--- src/rtl/os_pkg.sv ---
package os_pkg;
  localparam int OS_CNT_W_DEF = 32;
  localparam int OS_NUM_IN    = 3;
  localparam int OS_IDX_CNT   = 0;
  localparam int OS_IDX_SYNC  = 1;
  localparam int OS_IDX_EN    = 2;

  typedef struct packed {
    logic load;
    logic dec;
  } os_evt_t;
endpackage

--- src/rtl/os_in_sync.sv ---
module os_in_sync #(
  parameter int N      = 3,
  parameter int STAGES = 2
) (
  input  logic         clk,
  input  logic         rst,
  input  logic [N-1:0] d_async,
  output logic [N-1:0] q_lvl,
  output logic [N-1:0] q_rise
);
  logic [N-1:0] chain [STAGES];
  logic [N-1:0] prev;

  always_ff @(posedge clk) begin
    if (rst) chain[0] <= '0;
    else     chain[0] <= d_async;
  end

  genvar g;
  generate
    for (g = 1; g < STAGES; g++) begin : g_stage
      always_ff @(posedge clk) begin
        if (rst) chain[g] <= '0;
        else     chain[g] <= chain[g-1];
      end
    end
  endgenerate

  always_ff @(posedge clk) begin
    if (rst) prev <= '0;
    else     prev <= chain[STAGES-1];
  end

  assign q_lvl  = chain[STAGES-1];
  assign q_rise = chain[STAGES-1] & ~prev;

  a_r1_single_edge: assert property (@(posedge clk) disable iff (rst)
    |q_rise |=> ((q_rise & $past(q_rise)) == '0));
endmodule

--- src/rtl/os_tick.sv ---
module os_tick #(
  parameter int DIV = 200000
) (
  input  logic clk,
  input  logic rst,
  output logic tick
);
  localparam int TW = (DIV > 1) ? $clog2(DIV) : 1;
  localparam logic [TW-1:0] LAST = TW'(DIV - 1);

  logic [TW-1:0] div_cnt;

  always_ff @(posedge clk) begin
    if (rst) begin
      div_cnt <= '0;
      tick    <= 1'b0;
    end else begin
      tick <= (div_cnt == LAST);
      if (div_cnt == LAST) div_cnt <= '0;
      else                 div_cnt <= div_cnt + 1'b1;
    end
  end

  generate
    if (DIV > 1) begin : g_chk
      a_r9_tick_spaced: assert property (@(posedge clk) disable iff (rst)
        tick |=> !tick);
    end
  endgenerate
endmodule

--- src/rtl/os_core.sv ---
module os_core
  import os_pkg::*;
#(
  parameter int W = OS_CNT_W_DEF
) (
  input  logic         clk,
  input  logic         rst,
  input  os_evt_t      evt,
  input  logic         cnt_en,
  input  logic [W-1:0] preset_shadow,
  output logic [W-1:0] cnt,
  output logic         run
);
  localparam logic [W-1:0] ONE = W'(1);

  always_ff @(posedge clk) begin
    if (rst) begin
      cnt <= '0;
      run <= 1'b0;
    end else if (evt.load) begin
      cnt <= preset_shadow;
      run <= |preset_shadow;
    end else if (evt.dec && cnt_en && run) begin
      cnt <= cnt - ONE;
      if (cnt == ONE) run <= 1'b0;
    end
  end

  a_r1_load_value: assert property (@(posedge clk) disable iff (rst)
    evt.load |=> cnt == $past(preset_shadow));
  a_r2_step_one: assert property (@(posedge clk) disable iff (rst)
    !evt.load |=> (cnt == $past(cnt) || cnt == $past(cnt) - ONE));
  a_r3_zero_park: assert property (@(posedge clk) disable iff (rst)
    (cnt == '0 && !evt.load) |=> cnt == '0);
  a_r4_hold_disabled: assert property (@(posedge clk) disable iff (rst)
    (!cnt_en && !evt.load) |=> $stable(cnt));
  a_r5_run_nonzero: assert property (@(posedge clk) disable iff (rst)
    run |-> cnt != '0);
  a_r5_idle_zero: assert property (@(posedge clk) disable iff (rst)
    !run |-> cnt == '0);
endmodule

--- src/rtl/oneshot_downcounter.sv ---
module oneshot_downcounter
  import os_pkg::*;
#(
  parameter int CNT_W       = OS_CNT_W_DEF,
  parameter int TICK_DIV    = 200000,
  parameter int SYNC_STAGES = 2
) (
  input  logic             clk,
  input  logic             rst,
  input  logic             count_in,
  input  logic             sync_in,
  input  logic             en_in,
  input  logic             cfg_sync_use,
  input  logic             cfg_en_use,
  input  logic             preset_we,
  input  logic [CNT_W-1:0] preset_data,
  input  logic             sref_clear,
  output logic [CNT_W-1:0] count_out,
  output logic             run,
  output logic             sync_ref_flag,
  output logic             valid
);
  logic [OS_NUM_IN-1:0] pins, lvl, rise;
  logic [CNT_W-1:0]     shadow, live_cnt;
  logic                 pub_tick, clr_prev, clr_rise, cnt_en;
  os_evt_t              evt;

  assign pins[OS_IDX_CNT]  = count_in;
  assign pins[OS_IDX_SYNC] = sync_in;
  assign pins[OS_IDX_EN]   = en_in;

  os_in_sync #(.N(OS_NUM_IN), .STAGES(SYNC_STAGES)) u_sync (
    .clk(clk), .rst(rst), .d_async(pins), .q_lvl(lvl), .q_rise(rise)
  );

  os_tick #(.DIV(TICK_DIV)) u_tick (
    .clk(clk), .rst(rst), .tick(pub_tick)
  );

  always_ff @(posedge clk) begin
    if (rst)            shadow <= '0;
    else if (preset_we) shadow <= preset_data;
  end

  assign evt.load = rise[OS_IDX_SYNC] & cfg_sync_use;
  assign evt.dec  = rise[OS_IDX_CNT];
  assign cnt_en   = cfg_en_use ? lvl[OS_IDX_EN] : 1'b1;

  os_core #(.W(CNT_W)) u_core (
    .clk(clk), .rst(rst), .evt(evt), .cnt_en(cnt_en),
    .preset_shadow(shadow), .cnt(live_cnt), .run(run)
  );

  always_ff @(posedge clk) begin
    if (rst) clr_prev <= 1'b0;
    else     clr_prev <= sref_clear;
  end
  assign clr_rise = sref_clear & ~clr_prev;

  always_ff @(posedge clk) begin
    if (rst)           sync_ref_flag <= 1'b0;
    else if (evt.load) sync_ref_flag <= 1'b1;
    else if (clr_rise) sync_ref_flag <= 1'b0;
  end

  always_ff @(posedge clk) begin
    if (rst) begin
      count_out <= '0;
      valid     <= 1'b0;
    end else if (pub_tick) begin
      count_out <= live_cnt;
      valid     <= 1'b1;
    end
  end

  a_r6_flag_set: assert property (@(posedge clk) disable iff (rst)
    evt.load |=> sync_ref_flag);
  a_r6_flag_clear: assert property (@(posedge clk) disable iff (rst)
    (clr_rise && !evt.load) |=> !sync_ref_flag);
  a_r8_shadow_stable: assert property (@(posedge clk) disable iff (rst)
    !preset_we |=> $stable(shadow));
  a_r9_publish_only: assert property (@(posedge clk) disable iff (rst)
    !pub_tick |=> $stable(count_out));
  a_r10_invalid_zero: assert property (@(posedge clk) disable iff (rst)
    !valid |-> count_out == '0);
  a_r10_valid_sticky: assert property (@(posedge clk) disable iff (rst)
    valid |=> valid);
endmodule

--- config.mk ---
export PLATFORM = sky130hd
export DESIGN_NAME = oneshot_downcounter
export DESIGN_NICKNAME = d
export VERILOG_FILES = /design/src/rtl/os_pkg.sv /design/src/rtl/os_in_sync.sv /design/src/rtl/os_tick.sv /design/src/rtl/os_core.sv /design/src/rtl/oneshot_downcounter.sv
export SDC_FILE = /design/constraint.sdc
export NUM_CORES = 1
export LEC_CHECK = 0
export BUFFER_PORTS_ARGS = -buffer_cell sky130_fd_sc_hd__buf_2
export CAP_MARGIN = 20
export CORE_ASPECT_RATIO = 1.1
export CORE_UTILIZATION = 30
export DETAILED_ROUTE_END_ITERATION = 12
export GPL_TIMING_DRIVEN = 0
export PLACE_DENSITY_LB_ADDON = 0.08
export SLEW_MARGIN = 0
export SYNTH_ARGS = -nofsm -noshare
export SYNTH_HDL_FRONTEND = slang
export SYNTH_HIERARCHICAL = 1
export SYNTH_SLANG_ARGS = --single-unit
--- constraint.sdc ---
create_clock -name clk -period 1.7 [get_ports clk]
set_input_delay 0.17 -clock clk [delete_from_list [all_inputs] [get_ports clk]]
set_output_delay 0.17 -clock clk [all_outputs]
set_load 0.01 [all_outputs]
==> After elaboration in Yosys (flattened, before gate mapping) <==
Memories as Yosys holds them, arrays and structs flattened.
Cells that the tools add are included.
{ "word_totals": {"regBits": 121, "ram_bits": 6, "word_cells": 43, "mem_count": 1} }
{ "mem_list": {"columns": ["memory", "depth", "width", "rd", "rd_clocked_by_memory_dff", "write_ports", "line", "source"], "rows": [
  ["u_sync.chain", 2, 3, 2, 0, 2, "os_in_sync.sv:11", "logic [N-1:0] chain [STAGES];"]
]} }
{ "op_classes": {"addsub": 2, "n_eq_ne": 2, "n_mux": 13, "bitwise_logic": 7, "reduce_logical": 8} }
{ "ops": {"columns": ["cell", "count"], "rows": [
  ["$mux W32", 2],
  ["$eq A32 B1 Y1 const B", 1],
  ["$reduce_or A32 Y1", 1],
  ["$sub A32 B1 Y32 const B", 1],
  ["$add A18 B1 Y18 const B", 1],
  ["$eq A18 B18 Y1 const B", 1],
  ["$mux W1", 9],
  ["$mux W3", 2],
  ["$reduce_bool A2 Y1", 3],
  ["$and A1 B1 Y1", 2],
  ["$and A2 B2 Y2", 1],
  ["$logic_and A1 B1 Y1", 2],
  ["$not A2 Y2", 1],
  ["$or A1 B1 Y1", 2],
  ["$reduce_and A2 Y1", 1],
  ["$reduce_or A2 Y1", 1],
  ["$not A1 Y1", 1]
]} }

==> Depth between registers and ports, before layout <==
{ "depth": {"depth_word": 6, "depth_mapped": 9, "ltp_nobuf": 7} }

==> Modules after synthesis <==
The synthesis kept the hierarchy.
{ "by_module_without_submodules": {"columns": ["module", "instances", "cells_each", "area_each_um2", "seq_area_each_um2"], "rows": [
  ["oneshot_downcounter", 1, 219, 2446.1, 1341.3],
  ["os_core", 1, 273, 2273.4, 660.6],
  ["os_tick", 1, 91, 824.5, 380.4],
  ["os_in_sync", 1, 21, 255.2, 180.2]
]} }

==> Worst setup path after synthesis <==
Ideal clock, no wire load.
{ "synth_timing": {"path_kind": "register -> register", "start": "register u_core.cnt[0]", "end": "register u_core.cnt[26]", "t_arrival_ns": 1.780, "slack_ns": -0.197, "stages_incl_launch_ff": 7, "path_buffers": 0, "period_less_slack_ns": 1.897, "path_cell_list": "dfxtp_1 -> inv_1 -> ha_1 -> nor4b_1 -> nand4_1 -> or4b_2 -> o2111a_1"} }
{ "synth_between": {"elab_chain_len": 3} }
{ "synth_rtl": {"columns": ["item", "line", "source"], "rows": [
  ["start: declaration", "os_core.sv:11", "output logic [W-1:0] cnt,"],
  ["start signal: assignment", "os_core.sv:21", "cnt <= preset_shadow;"],
  ["start signal: assignment", "os_core.sv:24", "cnt <= cnt - ONE;"],
  ["$sub A32 B1 Y32", "os_core.sv:24", null],
  ["$mux W32", "os_core.sv:23", "end else if (evt.dec && cnt_en && run) begin"],
  ["$mux W32", "os_core.sv:20", "end else if (evt.load) begin"]
]} }
No other way between the ends. The select of a mux whose other input is x is not followed.
A chain may end at the register's enable or synchronous reset.

==> Worst setup path in the final report <==
{ "layout_timing": {"start": "register u_core.cnt[9]", "end": "register u_core.cnt[26]"} }
The elaborated chain is that of the path after synthesis.

==> flow_summary_export.csv <==
group,metric,value,unit
drt,wl_per_cell,17.8,µm
yosys,syn_area_per_cell,9.60,µm²
layout,finalNetCount,819,
timing,worst_slack,-0.184,ns
pwr,switching_power,1970,µW
clock_tree,h-tree-depth,4,
pwr,p_int,6150,µW
pwr,p_leak,0.00333,µW
timing,fin_setup_tns,-1.01,ns
run,cap_violations,0,
layout,n_antenna_cell,0,
yosys,yosys_warnings,6,
layout,fillers,1840,
grt,antenna_found_initial,0,
placed_design,place_hpwl,12300,µm
grt,grt_overflow,0,
drt,vias,5219,
setup_path,critical_path_class,"reg -> reg",
die,die_x,134,µm
pwr,ir_drop,0.000706,V
die,start_util,31.0,%
pwr,power,8130,µW
drt,drt_iter0_drc,369,
setup_path,worstPathArrival,2.19,ns
yosys,syn-num-nets,645,
pwr,pwr-share-comb,11.3,%
die,die_area,19800,µm²
worst_hold_path,min_path_type,"in -> reg",
timing,setup_viol,15,
grt,grt_pass1_vias,5026,
drt,drtAntennaViolNets,0,
clock_tree,cts_inserted_buffers,17,
grt,grt_max_degree,23,
placed_design,place_ws,-0.828,ns
grt,track_usage,18.7,%
clock_tree,cts_sinks,127,
layout,final_common_cell,"dfxtp_1",
clock_tree,cts_tree,"done",
clock_tree,clkTransAtPathRegs,0.06,ns
outcome,violations,"setup timing",
setup_path,crit_fanout,3,
die,die_h,147,µm
timing,fin_crit,1.88,ns
timing,fmax,531,MHz
drt,vias_per_cell,5.06,
pwr,netSwitchingFraction,24.3,%
drt,drt_pass1_iterations,5,
die,rows,52,
layout,drive_gt1_share,35.4,%
outcome,status,"finished, violations left",
setup_path,worstSetupStartpointType,"register",
pwr,power_frac_clock,49.7,%
clock_tree,root_buffer,"clkbuf_16",
drt,routed_wl,18400,µm
setup_path,cp.required,2.00,ns
layout,area_delta_synth_final,44.7,%
placed_design,routabilityCongestion,0.853,
pwr,power_density,974,nW/µm²
yosys,syn_inst,601,
timing,worstMarginPinSlew,0.692,ns
clock_tree,worstSkewPairLatency,0.42,ns
layout,post-route-cell-area,8340,µm²
yosys,syn_area,5770,µm²
timing,maxSlewViolCount,0,
timing,finalCritPeriodShare,111,%
grt,grt_pass1_wl,28100,µm
setup_path,cp-end-kind,"register",
pwr,p_seq_share,39.1,%
placed_design,port_buffers,74,
placed_design,place_area,6500,µm²
timing,slew_headroom,53.9,%
die,ios,76,
timing,rsz0062_at_grt,"true",
timing,hold_viol_final,0,
layout,final_cell_mix,"dfxtp_1, nor2_1, buf_2, mux2i_1, buf_4",
clock_tree,clock_path_buffers,2,
timing,worst_clock_skew,0.00869,ns
die,core_area,18600,µm²
drt,drc,0,
-- timing repair --
item,in CTS,in global routing
gates resized for setup,83,68
hold buffers,34,0
pin swaps,18,28
endpoints found under the hold margin,34,0
setup endpoints to repair,50,34
setup buffers,27,23
-- worst max-delay path, cell delays in order (launching register included) --
cell and delay (ns):
dfxtp_4 0.35, nor4_4 0.36, buf_4 0.19, nand4_1 0.17, or4b_4 0.56, o2111a_1 0.14
-- worst paths after layout --
path                                    startpoint                  to  slack, ns  depth (start not counted)
worst max-delay path                 u_core/cnt[9]      u_core/cnt[26]      -0.18                          5
worst min-delay path               preset_data[14]          shadow[14]       0.01                          3
worst max register to register       u_core/cnt[9]      u_core/cnt[26]      -0.18                          5
worst min register to register  u_sync/chain[0][1]  u_sync/chain[1][1]       0.45                          1
-- cell type report --
cell class / count / area (µm²) / share of cell area (%)
Sequential cell: 127 / 2600 / 31.1
Clock buffer: 18 / 439 / 5.26
Buffer: 34 / 412 / 4.93
Clock inverter: 14 / 214 / 2.56
Tap cell: 243 / 304 / 3.64
Inverter: 14 / 61.3 / 0.735
Timing Repair Buffer: 157 / 1110 / 13.3
Multi-Input combinational cell: 424 / 3200 / 38.4
-- state kept, by name (all words and copies together), names as in the netlist --
signal and cells:
u_tick/div_cnt 18, u_core/run 1, shadow 32, u_core/cnt 32, valid 1, u_sync/chain 6, sync_ref_flag 1, clr_prev 1
u_tick/tick 1, count_out 32, u_sync/prev 2
-- per-stage QoR --
stage / hold WS [ns] / cells / utilization, %
6_report: 0.0104 / 1031 / 44.8
5_1_grt: 0.0161 / 1031 / 44.8
4_1_cts: 0.00383 / 1009 / 42.8
3_5_place_dp: 0.385 / 918 / 34.9
3_3_place_gp: 0.384 / 918 / 34.9
2_1_floorplan: 0.242 / 601 / -
-- power groups by stage --
| stage | clock network [µW] | logic, µW | registers [µW] |
|---|---|---|---|
| 4_1_cts | 4120 | 839 | 3180 |
| 3_5_place_dp | 0 | 640 | 3240 |
| 5_1_grt | 4260 | 983 | 3190 |
| 6_report | 4040 | 914 | 3180 |
| 2_1_floorplan | 0 | 442 | 3200 |
| 3_3_place_gp | 0 | 635 | 3240 |
-- metal layers --
layer  GRT usage, %  vias up  routed length (µm)
li1               -     2541                   -
met1           25.1     2500                8560
met2           29.5      155                8590
met3           3.91       23                 935
met4           6.74        0                 297
met5              0        -                   0
(Power assumes the default switching activity.)
